`src/rtl/pipe6_pkg.sv`:
```
package pipe6_pkg;
  localparam int unsigned NUM_STAGES = 6;

  // stage order is behavioural: index = position in the pipe
  localparam int unsigned STG_FETCH  = 0;
  localparam int unsigned STG_DECODE = 1;
  localparam int unsigned STG_ADDR   = 2;
  localparam int unsigned STG_OPND   = 3;
  localparam int unsigned STG_EXEC   = 4;
  localparam int unsigned STG_WRITE  = 5;

  typedef enum logic [1:0] {
    CAUSE_NONE   = 2'd0,
    CAUSE_BRANCH = 2'd1,
    CAUSE_IRQ    = 2'd2
  } redirect_e;
endpackage

```
`src/rtl/pipe6_redirect.sv`:
```
module pipe6_redirect
  import pipe6_pkg::*;
#(
  parameter int unsigned TAG_W = 16
) (
  input  logic             stall_i,
  input  logic             br_taken_i,
  input  logic             exec_valid_i,
  input  logic [TAG_W-1:0] br_target_i,
  input  logic             irq_i,
  input  logic [TAG_W-1:0] irq_vec_i,
  output logic             flush_o,
  output logic             advance_o,
  output logic [TAG_W-1:0] target_o
);
  redirect_e cause;

  always_comb begin
    cause = CAUSE_NONE;
    if (irq_i)                           cause = CAUSE_IRQ;
    else if (br_taken_i && exec_valid_i) cause = CAUSE_BRANCH;
  end

  assign flush_o   = (cause != CAUSE_NONE);
  assign target_o  = (cause == CAUSE_IRQ) ? irq_vec_i : br_target_i;
  // redirect overrides stall
  assign advance_o = !stall_i || flush_o;
endmodule

```
`src/rtl/pipe6_fetch.sv`:
```
module pipe6_fetch #(
  parameter int unsigned      TAG_W     = 16,
  parameter logic [TAG_W-1:0] RESET_VEC = '0,
  parameter int unsigned      PC_STEP   = 1
) (
  input  logic             clk_i,
  input  logic             rst_ni,
  input  logic             advance_i,
  input  logic             redirect_i,
  input  logic [TAG_W-1:0] target_i,
  output logic [TAG_W-1:0] pc_o,
  output logic [TAG_W-1:0] fetch_tag_o
);
  localparam logic [TAG_W-1:0] STEP_V = TAG_W'(PC_STEP);

  logic [TAG_W-1:0] pc_q;

  assign fetch_tag_o = redirect_i ? target_i : pc_q;

  always_ff @(posedge clk_i or negedge rst_ni) begin
    if (!rst_ni)        pc_q <= RESET_VEC;
    else if (advance_i) pc_q <= fetch_tag_o + STEP_V;
  end

  assign pc_o = pc_q;
endmodule

```
`src/rtl/pipe6_stage.sv`:
```
module pipe6_stage #(
  parameter int unsigned TAG_W = 16
) (
  input  logic             clk_i,
  input  logic             rst_ni,
  input  logic             advance_i,
  input  logic             kill_i,
  input  logic             valid_i,
  input  logic [TAG_W-1:0] tag_i,
  output logic             valid_o,
  output logic [TAG_W-1:0] tag_o
);
  always_ff @(posedge clk_i or negedge rst_ni) begin
    if (!rst_ni) begin
      valid_o <= 1'b0;
      tag_o   <= '0;
    end else if (advance_i) begin
      valid_o <= valid_i && !kill_i;
      tag_o   <= tag_i;
    end
  end
endmodule

```
`src/rtl/pipe6_seq.sv`:
```
module pipe6_seq
  import pipe6_pkg::*;
#(
  parameter int unsigned      TAG_W     = 16,
  parameter logic [TAG_W-1:0] RESET_VEC = 'h0100,
  parameter int unsigned      PC_STEP   = 1
) (
  input  logic                  clk_i,
  input  logic                  rst_ni,
  input  logic                  stall_i,
  input  logic                  br_taken_i,
  input  logic [TAG_W-1:0]      br_target_i,
  input  logic                  irq_i,
  input  logic [TAG_W-1:0]      irq_vec_i,
  output logic                  retire_o,
  output logic [TAG_W-1:0]      retire_tag_o,
  output logic [NUM_STAGES-1:0] stage_valid_o
);
  localparam int unsigned LAST = NUM_STAGES - 1;

  logic                  flush, advance;
  logic [TAG_W-1:0]      redirect_tgt, fetch_pc, fetch_tag;
  logic [NUM_STAGES-1:0] vld;
  logic [TAG_W-1:0]      tag [NUM_STAGES];

  pipe6_redirect #(.TAG_W(TAG_W)) u_redirect (
    .stall_i     (stall_i),
    .br_taken_i  (br_taken_i),
    .exec_valid_i(vld[STG_EXEC]),
    .br_target_i (br_target_i),
    .irq_i       (irq_i),
    .irq_vec_i   (irq_vec_i),
    .flush_o     (flush),
    .advance_o   (advance),
    .target_o    (redirect_tgt)
  );

  pipe6_fetch #(.TAG_W(TAG_W), .RESET_VEC(RESET_VEC), .PC_STEP(PC_STEP)) u_fetch (
    .clk_i      (clk_i),
    .rst_ni     (rst_ni),
    .advance_i  (advance),
    .redirect_i (flush),
    .target_i   (redirect_tgt),
    .pc_o       (fetch_pc),
    .fetch_tag_o(fetch_tag)
  );

  for (genvar g = 0; g < NUM_STAGES; g++) begin : g_stage
    logic             v_in;
    logic [TAG_W-1:0] t_in;
    logic             kill;
    if (g == 0) begin : g_head
      assign v_in = 1'b1;
      assign t_in = fetch_tag;
      assign kill = 1'b0;
    end else begin : g_body
      assign v_in = vld[g-1];
      assign t_in = tag[g-1];
      // entries coming from stages younger than execute are squashed
      assign kill = flush && (g <= STG_EXEC);
    end
    pipe6_stage #(.TAG_W(TAG_W)) u_stage (
      .clk_i    (clk_i),
      .rst_ni   (rst_ni),
      .advance_i(advance),
      .kill_i   (kill),
      .valid_i  (v_in),
      .tag_i    (t_in),
      .valid_o  (vld[g]),
      .tag_o    (tag[g])
    );
  end

  assign retire_o      = vld[LAST] && advance;
  assign retire_tag_o  = tag[LAST];
  assign stage_valid_o = vld;

  assert_shift_R2: assert property (@(posedge clk_i) disable iff (!rst_ni)
    (advance && !flush) |=> (vld[LAST:1] == $past(vld[LAST-1:0])));

  assert_squash_R4: assert property (@(posedge clk_i) disable iff (!rst_ni)
    (flush && vld[STG_EXEC]) |=> (vld[STG_EXEC:STG_DECODE] == '0) && vld[STG_WRITE]);

  assert_target_in_fetch_R5: assert property (@(posedge clk_i) disable iff (!rst_ni)
    flush |=> vld[STG_FETCH] && (tag[STG_FETCH] == $past(redirect_tgt)));

  assert_stall_hold_R6: assert property (@(posedge clk_i) disable iff (!rst_ni)
    (stall_i && !flush) |=> $stable(vld) && $stable(fetch_pc) && !$past(retire_o));

  assert_flush_beats_stall_R7: assert property (@(posedge clk_i) disable iff (!rst_ni)
    (stall_i && flush) |=> (fetch_pc == $past(redirect_tgt) + TAG_W'(PC_STEP)));

  assert_irq_wins_R8: assert property (@(posedge clk_i) disable iff (!rst_ni)
    irq_i |=> (tag[STG_FETCH] == $past(irq_vec_i)));
endmodule

```
`config.mk`:
```
export PLATFORM = sky130hd
export DESIGN_NAME = pipe6_seq
export DESIGN_NICKNAME = d
export VERILOG_FILES = /design/src/rtl/pipe6_pkg.sv /design/src/rtl/pipe6_redirect.sv /design/src/rtl/pipe6_fetch.sv /design/src/rtl/pipe6_stage.sv /design/src/rtl/pipe6_seq.sv
export SDC_FILE = /design/constraint.sdc
export NUM_CORES = 1
export LEC_CHECK = 0
export ABC_AREA = 1
export BUFFER_PORTS_ARGS = -buffer_cell sky130_fd_sc_hd__buf_2
export CAP_MARGIN = 20
export CORE_ASPECT_RATIO = 0.7
export CORE_MARGIN = 5
export CORE_UTILIZATION = 45
export CTS_CLUSTER_DIAMETER = 30
export DETAILED_ROUTE_END_ITERATION = 12
export HOLD_SLACK_MARGIN = 0.06
export PLACE_DENSITY = 0.63
export SYNTH_ARGS = -nofsm -noshare
export SYNTH_HDL_FRONTEND = slang
export SYNTH_HIERARCHICAL = 1
export SYNTH_SLANG_ARGS = --single-unit
```
`constraint.sdc`:
```
create_clock -name clk_i -period 3.35 [get_ports clk_i]
set_clock_uncertainty 0.2 [all_clocks]
set_input_delay 0.67 -clock clk_i [delete_from_list [all_inputs] [get_ports clk_i]]
set_output_delay 0.67 -clock clk_i [all_outputs]
set_load 0.02 [all_outputs]
```
; ---- After elaboration in Yosys (flattened, before gate mapping)
; Index checks and enable logic that the tools add are counted.
[word_totals]
register_bits = 118
output_inout_bits = 23
elab_cells = 29
inputBits = 37
[classes]
add_sub_neg = 1
n_reduce_logical = 10
n_eq_ne = 1
mux = 4
[ops]
columns = cell, n
row1 = 2-to-1 mux 16 bit, 2
row2 = "adder 16 x 1 -> 16 bit, second input constant", 1
row3 = logical AND 1 bit, 6
row4 = "== test 2 bit, second input constant", 1
row5 = logical NOT 1 bit, 2
row6 = 2-to-1 mux 2 bit, 1
row7 = nonzero test 2 bit, 1
row8 = logical OR 1 bit, 1
row9 = 2-to-1 mux 1 bit, 1

; ---- Depth between registers and ports, before layout
; Gate-level depths: netlist of the first run.
[depth]
ltp_word = 7
depth_mapped = 16
depth_no_buf = 13

; ---- Hierarchy
; The synthesis of the first run kept the hierarchy.
[by_module_without_submodules]
columns = mod, area_each_um2, instances, seq_area_each_um2, cells_each
row1 = pipe6_stage, 685.7, 6, 425.4, 73
row2 = pipe6_fetch, 1463.9, 1, 401.6, 229
row3 = pipe6_redirect, 249.0, 1, 0.0, 55
row4 = pipe6_seq, 52.6, 1, 0.0, 9

; ---- Worst setup path after synthesis of the first run
; OpenSTA, ideal clock, no wires.
[synth_timing]
path_kind = input port to flip-flop
startpoint = input port irq_i
endpoint = register u_fetch.pc_q[10], in the netlist u_fetch/pc_o[10]
arrival_ns = 2.232
path_slack_ns = 0.800
stages = 14
required_time_ns = 3.033
path_buffers = 4
setup_time_ns = 0.117
path_cell_list = buf_6 > inv_8 > buf_8 > nand2_1 > buf_6 > buf_12 > nand2_1 > nand2_2 > ha_1 > nand3_4 > nor2_4 > nand3_1 > nand3_1 > nand2_1
[synth_via]
word_cells_on_any_way = 7
classes_between = add/sub (1) / eq/ne (1) / mux (3) / reduce/logical (2)
[synth_rtl]
columns = element, line_no
row1 = from (decl), pipe6_seq.sv:13  ; input logic irq_i,
row2 = 2-to-1 mux 2 bit, pipe6_redirect.sv:20  ; if (irq_i) cause = CAUSE_IRQ;
row3 = nonzero test 2 bit, pipe6_redirect.sv:24  ; assign flush_o = (cause != CAUSE_NONE);
row4 = via flush, pipe6_seq.sv:21  ; logic flush, advance;
row5 = 2-to-1 mux 16 bit, pipe6_fetch.sv:18  ; assign fetch_tag_o = redirect_i ? target_i : pc_q;
row6 = via fetch_tag[0], pipe6_seq.sv:22  ; logic [TAG_W-1:0] redirect_tgt, fetch_pc, fetch_tag;
row7 = adder 16 x 1 -> 16 bit, pipe6_fetch.sv:22  ; else if (advance_i) pc_q <= fetch_tag_o + STEP_V;
row8 = to (signal assigned), pipe6_fetch.sv:22
row9 = to (decl), pipe6_fetch.sv:16  ; logic [TAG_W-1:0] pc_q;
; The timed path passes the listed nets, and every way through them passes these cells.
; A chain may end at the register's enable or synchronous reset.

; ---- Worst setup path after layout of the first run
[layout_timing]
startpoint = input port irq_i
endpoint = output port retire_o
[layout_via]
elab_chain_len = 4
[layout_lines]
columns = element, line_no
row1 = 2-to-1 mux 2 bit, pipe6_redirect.sv:20
row2 = nonzero test 2 bit, pipe6_redirect.sv:24
row3 = logical OR 1 bit, pipe6_redirect.sv:27  ; assign advance_o = !stall_i || flush_o;
row4 = via advance, pipe6_seq.sv:21
row5 = logical AND 1 bit, pipe6_seq.sv:74  ; assign retire_o = vld[LAST] && advance;
row6 = to (decl), pipe6_seq.sv:15  ; output logic retire_o,
; The timed path passes the listed nets, and every way through them passes these cells.

==> results of run 1 <==
==> flip-flops by register name (all words and copies together), names as in the netlist <==
register	cells
g_stage.u_stage/valid_o	6
g_stage.u_stage/tag_o	96
u_fetch/pc_o	16
==> where the power goes <==
| group | internal (mW) | switching, mW | leakage [nW] |
|---|---|---|---|
| logic | 0.212 | 0.410 | 1.96 |
| registers | 1.66 | 0.130 | 1.48 |
| clock network | 1.05 | 0.675 | 0.262 |
| total | 2.91 | 1.22 | 3.71 |
==> worst max path at each step <==
stage          startpoint          endpoint  slack, ns  depth (start not counted)
2_1_floorplan       irq_i  u_fetch/pc_o[10]       0.80                         14
3_3_place_gp        irq_i  u_fetch/pc_o[13]       0.52                         11
3_5_place_dp        irq_i  u_fetch/pc_o[13]       0.44                         11
4_1_cts             irq_i          retire_o       0.78                          6
5_1_grt             irq_i  u_fetch/pc_o[13]       0.64                         12
6_report            irq_i          retire_o       0.80                          6
==> placed cells by master (no fill, tap or decap), drive strengths merged <==
cell type	synthesis	final
dfstp	1	1
clkbuf	9	19
xor2	2	2
bufinv	0	1
o22ai	1	1
or2	1	1
clkinv	0	5
a22oi	1	1
nand2	462	462
dfrtp	117	117
a21oi	1	1
o21a	1	1
nand3	25	25
o21ai	17	17
conb	2	3
clkinvlp	0	5
inv	43	45
nand4	2	2
nor2	21	21
ha	1	1
buf	24	66
==> worst max-delay path, delay by kind of cell <==
kind	cells	cell delay, ns
buf+inv	4	0.62
simple gates	2	0.38
==> layout make-up <==
| type | instances | area share, % |
|---|---|---|
| timing repair buffer | 66 | 5.47 |
| tap | 162 | 3.06 |
| sequential | 118 | 44.5 |
| inverter | 43 | 3.34 |
| multi-input combinational | 538 | 35.0 |
| clock buffer | 19 | 6.68 |
| clock inverter | 13 | 1.89 |
==> through the flow <==
step	utilization (%)	instance area, um^2	hold slack (ns)	cells	setup slack (ns)
after floorplan	-	5880	0.174	732	0.800
after global placement	48.2	6060	0.248	927	0.518
after detailed placement	48.2	6060	0.255	927	0.443
after CTS	52.7	6630	0.129	959	0.778
after global routing	52.7	6630	0.173	959	0.637
final	52.7	6630	0.110	959	0.801
==> cell families after synthesis <==
logic type      after synthesis
simple gates                511
flops                       118
buf+inv                      76
compound gates               21
xor+xnor                      2
other cells                   2
fa+ha+maj                     1
==> layer usage <==
metal / vias to the layer above / routed length, um / GRT usage, %
li1: 2320 / - / -
met1: 2163 / 6230 / 23.5
met2: 60 / 5580 / 26.6
met3: 5 / 421 / 4.42
met4: 0 / 63 / 4.30
met5: - / 0 / 0
==> results.yml, run 1 <==
yosys:
  synth_commonest_cells: "nand2_1 (419), dfrtp_1 (117), nand2_2 (41)"
  synth-xor-area-share_pct: 0.298
  synthMuxAreaShare_pct: 0
  post_synth_and_or_nand_nor_area_fraction_pct: 36.2
  synth_ff_type: "dfrtp_1"
  yosys_warnings: 6
  synth_top_cell_by_area: "dfrtp_1"
  synthTopCellsByArea: "dfrtp_1 (50%), nand2_1 (27%), nand2_2 (4.4%), inv_1 (2.2%), buf_8 (2.0%)"
  synth_compound_area_share_pct: 2.40
  yosysUniqueCellTypes: 33
  synth_enable_flop_cells: 0
  ys_ff_latch: 118
  synthAdderAreaFrac_pct: 0.213
  syn_inst: 731
  synth_top_family_by_area: "simple AND/OR/NAND/NOR gates"
  async_flop_share_pct: 100
  synth_most_common_cell: "nand2_1"
  synth_top_cell_area_share_pct: 49.8
  synth.avg_cell_area_um2: 8.04
  syn_area_um2: 5880
  yosysSeqAreaShare_pct: 50.2
cells_and_area:
  multi_input_area_um2: 2320
  final_net_count: 822
  drive_above_1_share_pct: 21.0
  synthToLayoutAreaGrowth_pct: 12.8
  seq_area_um2: 2950
  final.fill_count: 1225
  diodes: 0
setup_path:
  crit_type: "input port to output pin"
  critPathRequiredTime_ns: 2.48
  cpMostUsedCell: "buf_2"
  timing.rr.start: "g_stage[4].u_stage/valid_o"
  r2r_end: "u_fetch/pc_o[8]"
  crit_slowest_cell: "buf_2"
  arrival_ns: 1.68
  crit_chain: "buf_2 -> inv_8 -> nand3_4 -> nand2_1 -> inv_1 -> buf_2"
  cp_max_fo: 27
  max_stage_delay_ns: 0.30
  ff2ff_path_depth: 10
  cp-end-kind: "output pin"
  r2r_setup_slack_ns: 0.96
  start_kind: "input port"
floorplan:
  top_level_ports: 60
  die_h_um: 106
  placeableCoreArea_um2: 12600
  start_util_pct: 46.7
  num_rows: 34
  die_w_um: 147
  die_area_um2: 15500
cts:
  clk_latency_ns: 0.40
  cts_tree: "done"
  cts_made_buffers: 17
  root_buffer: "clkbuf_16"
  postCtsSetupRepairBufs: 0
  cts.sinks: 118
  ctsHoldBuffers: 0
  path_clk_slew_ns: 0.06
  cts_buffer_depth: 2
  cts_resized: 0
  htree_levels: 4
sta:
  timing.setup.tns_ns: 0
  post-route-period-util_pct: 76.1
  rsz0062_at_grt: "no"
  worst_pin_slew_ns: 0.695
  min_period_ns: 2.55
  finalSetupViolCount: 0
  relSlewSlack_pct: 53.7
  max_clock_freq_mhz: 392
  hold_viol: 0
  slew_viol_final: 0
route:
  drt_iter0_drc: 224
  viasPerCell: 4.74
  ant_nets: 0
  remaining_drc_errors: 0
  routed_wl_um: 12300
  routedWlPerCell_um: 12.8
  dr_total_vias: 4548
  firstDrtPassIters: 5
place:
  place_congestion: 0.831
  numPortBuffers: 59
  dp_hpwl_um: 8530
pwr:
  peakVddDrop_mv: 0.401
  power_density_nw_per_um2: 623
  power_mw: 4.13
  leakage_nw: 3.71
global_routing:
  grt_pass1_wl_um: 21600
  antenna_found_initial: 0
  grt_max_degree: 55
  grt_pass1_vias: 4528
  gr-usage-all-layers_pct: 16.9
  overflow: 0
job:
  maxCapViolations: 0
status:
  status: "finished clean"
min_path:
  holdCritPathClass: "input port to async pin"
Power figures use the tool's default switching activity.
==> inputs of run 2 (changes only) <==
--- a/config.mk
+++ b/config.mk
@@ -5,7 +5,7 @@
 export SDC_FILE = /design/constraint.sdc
 export NUM_CORES = 1
 export LEC_CHECK = 0
-export ABC_AREA = 1
+export ABC_AREA = 0
 export BUFFER_PORTS_ARGS = -buffer_cell sky130_fd_sc_hd__buf_2
 export CAP_MARGIN = 20
 export CORE_ASPECT_RATIO = 0.7
@@ -14,7 +14,7 @@
 export CTS_CLUSTER_DIAMETER = 30
 export DETAILED_ROUTE_END_ITERATION = 12
 export HOLD_SLACK_MARGIN = 0.06
-export PLACE_DENSITY = 0.63
+export PLACE_DENSITY = 0.65
 export SYNTH_ARGS = -nofsm -noshare
 export SYNTH_HDL_FRONTEND = slang
 export SYNTH_HIERARCHICAL = 1
==> constraint.sdc (replaced) <==
create_clock -name clk_i -period 2.06 [get_ports clk_i]
set_clock_uncertainty 0.2 [all_clocks]
set_input_delay 0.412 -clock clk_i [delete_from_list [all_inputs] [get_ports clk_i]]
set_output_delay 0.412 -clock clk_i [all_outputs]
set_load 0.02 [all_outputs]
==> run 2 against run 1 <==
Compared with the run above:
- the flow now finishes with violations (negative setup slack)
- design area up 7.6%
- power up 100%
- critical path depth up 1
- first-iteration DRC count down 28%
- die area down 3.8%
- cell count down 31%
- global-route usage down 2.0 points
- combinational power rose to 2.9 times the previous value
- largest cell class unchanged
- register-to-register slack worse by 1.2 ns
- area after synthesis down 4.1%
- non-clock buffer count up 40
==> results.yml, run 2 <==
status:
  status: "finished with violations"
  violations: "negative setup slack"
floorplan:
  die_h_um: 104
  die_area_um2: 14900
  placeableCoreArea_um2: 12300
  top_level_ports: 60
  num_rows: 34
  start_util_pct: 45.7
  die_w_um: 144
yosys:
  synth_top_cell_by_area: "dfrtp_1"
  syn_inst: 382
  yosys_warnings: 6
  synth_top_family_by_area: "multiplexers"
  syn_area_um2: 5640
  synth_commonest_cells: "dfrtp_1 (117), mux2_2 (69), mux2_4 (58)"
  synth_enable_flop_cells: 0
  post_synth_and_or_nand_nor_area_fraction_pct: 5.51
  async_flop_share_pct: 100
  synth-xor-area-share_pct: 0.777
  synth_ff_type: "dfrtp_1"
  synthTopCellsByArea: "dfrtp_1 (52%), mux2_4 (15%), mux2_2 (14%), buf_12 (2.5%), buf_6 (1.6%)"
  yosysUniqueCellTypes: 44
  ys_ff_latch: 118
  synthMuxAreaShare_pct: 30.1
  synth_compound_area_share_pct: 4.57
  yosysSeqAreaShare_pct: 52.4
  synth.avg_cell_area_um2: 14.8
  synth_top_cell_area_share_pct: 52.0
  synth_most_common_cell: "dfrtp_1"
  synthAdderAreaFrac_pct: 0.222
global_routing:
  antenna_found_initial: 0
  grt_pass1_wl_um: 17600
  gr-usage-all-layers_pct: 14.9
  grt_max_degree: 51
  grt_pass1_vias: 3415
  overflow: 0
setup_path:
  r2r_setup_slack_ns: -0.21
  crit_slowest_cell: "a222oi_1"
  timing.rr.start: "g_stage[4].u_stage/valid_o"
  cp_max_fo: 9
  arrival_ns: 2.36
  ff2ff_path_depth: 7
  crit_chain: "a21oi_4 -> inv_4 -> buf_12 -> nand4b_1 -> a222oi_1 -> xnor2_1 -> mux2_4"
  cp_top_family: "compound AO/OA/AOI/OAI gates"
  crit_type: "register to register"
  r2r_end: "u_fetch/pc_o[7]"
  path_buf_inv: 2
  cp-end-kind: "register"
  max_stage_delay_ns: 0.49
  critPathRequiredTime_ns: 2.14
  start_kind: "register"
route:
  ant_nets: 0
  firstDrtPassIters: 4
  routed_wl_um: 10700
  drt_iter0_drc: 162
  remaining_drc_errors: 0
  viasPerCell: 5.09
  dr_total_vias: 3345
  routedWlPerCell_um: 16.3
cells_and_area:
  largest_register: "g_stage.u_stage/tag_o"
  layout_commonest_cell: "dfrtp_1"
  synthToLayoutAreaGrowth_pct: 26.7
  seq_area_um2: 2960
  diodes: 0
  final_net_count: 521
  multi_input_area_um2: 2490
  final.fill_count: 973
  drive_above_1_share_pct: 58.2
  final_cell_mix: "dfrtp_1 (116), mux2_4 (64), mux2_2 (63), buf_2 (58), buf_4 (30)"
  final_cells: 657
  largest_reg_flops: 96
pwr:
  clkPwrFrac_pct: 38.6
  pwr-share-seq_pct: 40.1
  switchingPower_mw: 2.14
  power_mw: 8.40
  p_int_mw: 6.26
  power_density_nw_per_um2: 1180
  p_sw_share_pct: 25.5
  peakVddDrop_mv: 0.709
  p_comb_share_pct: 21.4
  leakage_nw: 3.34
sta:
  slew_viol_final: 0
  finalSetupViolCount: 16
  hold_viol: 0
  min_period_ns: 2.27
  setup_ws_ns: -0.215
  post-route-period-util_pct: 110
  max_clock_freq_mhz: 440
  timing.setup.tns_ns: -2.06
  rsz0062_at_grt: "yes"
cts:
  htree_levels: 4
  clk_latency_ns: 0.40
  cts_made_buffers: 17
  root_buffer: "clkbuf_16"
  path_clk_slew_ns: 0.05
  cts_tree: "done"
  cts_buffer_depth: 2
  cts.sinks: 118
place:
  dp_hpwl_um: 7180
  numPortBuffers: 59
  place_inst: 616
  place_congestion: 0.858
min_path:
  holdCritPathClass: "input port to async pin"
job:
  maxCapViolations: 0
-- run 2: cell types whose count changed in the layout (fill, tap and decap cells not counted), sizes merged, moves of 6 or more --
| cell | change |
|---|---|
| nand3b | +9 |
| mux2 | +127 |
| inv | -32 |
| buf | +38 |
| nand3 | -21 |
| nand2 | -449 |
| o21ai | -8 |
| a21oi | +7 |
| o31ai | +6 |
| nor2 | -19 |
-- run 2: area by class of cell --
| cell class | instances | area share (%) |
|---|---|---|
| tap | 162 | 2.84 |
| sequential | 118 | 41.4 |
| clock buffer | 19 | 6.35 |
| inverter | 13 | 0.719 |
| timing repair buffer | 106 | 11.0 |
| clock inverter | 12 | 2.82 |
| multi-input combinational | 227 | 34.9 |
-- run 2: per-stage QoR --
step	util [%]	area, um^2	hold slack [ns]	setup WS [ns]
2_1_floorplan	-	5700	-0.0836	-0.423
3_3_place_gp	50.6	6250	0.126	-0.267
3_5_place_dp	50.6	6250	0.131	-0.341
4_1_cts	56.8	7010	0.241	-0.188
5_1_grt	57.9	7140	0.245	-0.275
6_report	57.9	7140	0.249	-0.215
-- run 2: worst register-to-register path, stage by stage, from the launching register on --
cell      delay, ns
dfrtp_2        0.44
a21oi_4        0.17
inv_4          0.07
buf_12         0.14
nand4b_1       0.25
a222oi_1       0.49
xnor2_1        0.13
mux2_4         0.26
-- run 2: worst max path at each step --
stage	startpoint	endpoint	slack, ns	cells past startpoint
2_1_floorplan	irq_i	u_fetch/pc_o[10]	-0.42	12
3_3_place_gp	br_taken_i	u_fetch/pc_o[7]	-0.27	8
3_5_place_dp	irq_i	u_fetch/pc_o[10]	-0.34	9
4_1_cts	g_stage[4].u_stage/valid_o	u_fetch/pc_o[7]	-0.19	7
5_1_grt	g_stage[4].u_stage/valid_o	u_fetch/pc_o[5]	-0.28	9
6_report	g_stage[4].u_stage/valid_o	u_fetch/pc_o[7]	-0.21	7
-- run 2: per-layer routing --
layer  track usage, %  vias to the layer above  routed length (um)  part of all wire [%]
li1                 -                     1576                   -                     -
met1             22.0                     1682                5260                    49
met2             21.1                       80                4700                    44
met3             4.28                        7                 638                   6.0
met4             4.97                        0                  90                  0.84
met5                0                        -                   0                     0
-- run 2: repair_timing --
action	4_1_cts	5_1_grt
hold buffers	1	0
pin swaps	9	7
buffers inserted	3	4
resized for setup	14	16
gates cloned	1	1
endpoints found under the hold margin	102	0
endpoints found under the setup margin	16	19
-- run 2: kinds of logic (layout without fill, tap and decap cells) --
family	count (synthesis)	after routing
mux	132	132
flops	118	118
simple gates	48	48
buf+inv	39	150
compound gates	37	38
xor+xnor	5	5
other cells	2	3
fa+ha+maj	1	1
-- run 2: power groups by stage --
stage                     combinational (mW)  clock (mW)  sequential (mW)
after floorplan                         1.15           0             3.43
after global placement                  1.66           0             3.38
after detailed placement                1.70           0             3.40
after CTS                               1.75        3.30             3.37
after global routing                    1.93        3.42             3.46
final                                   1.79        3.24             3.37
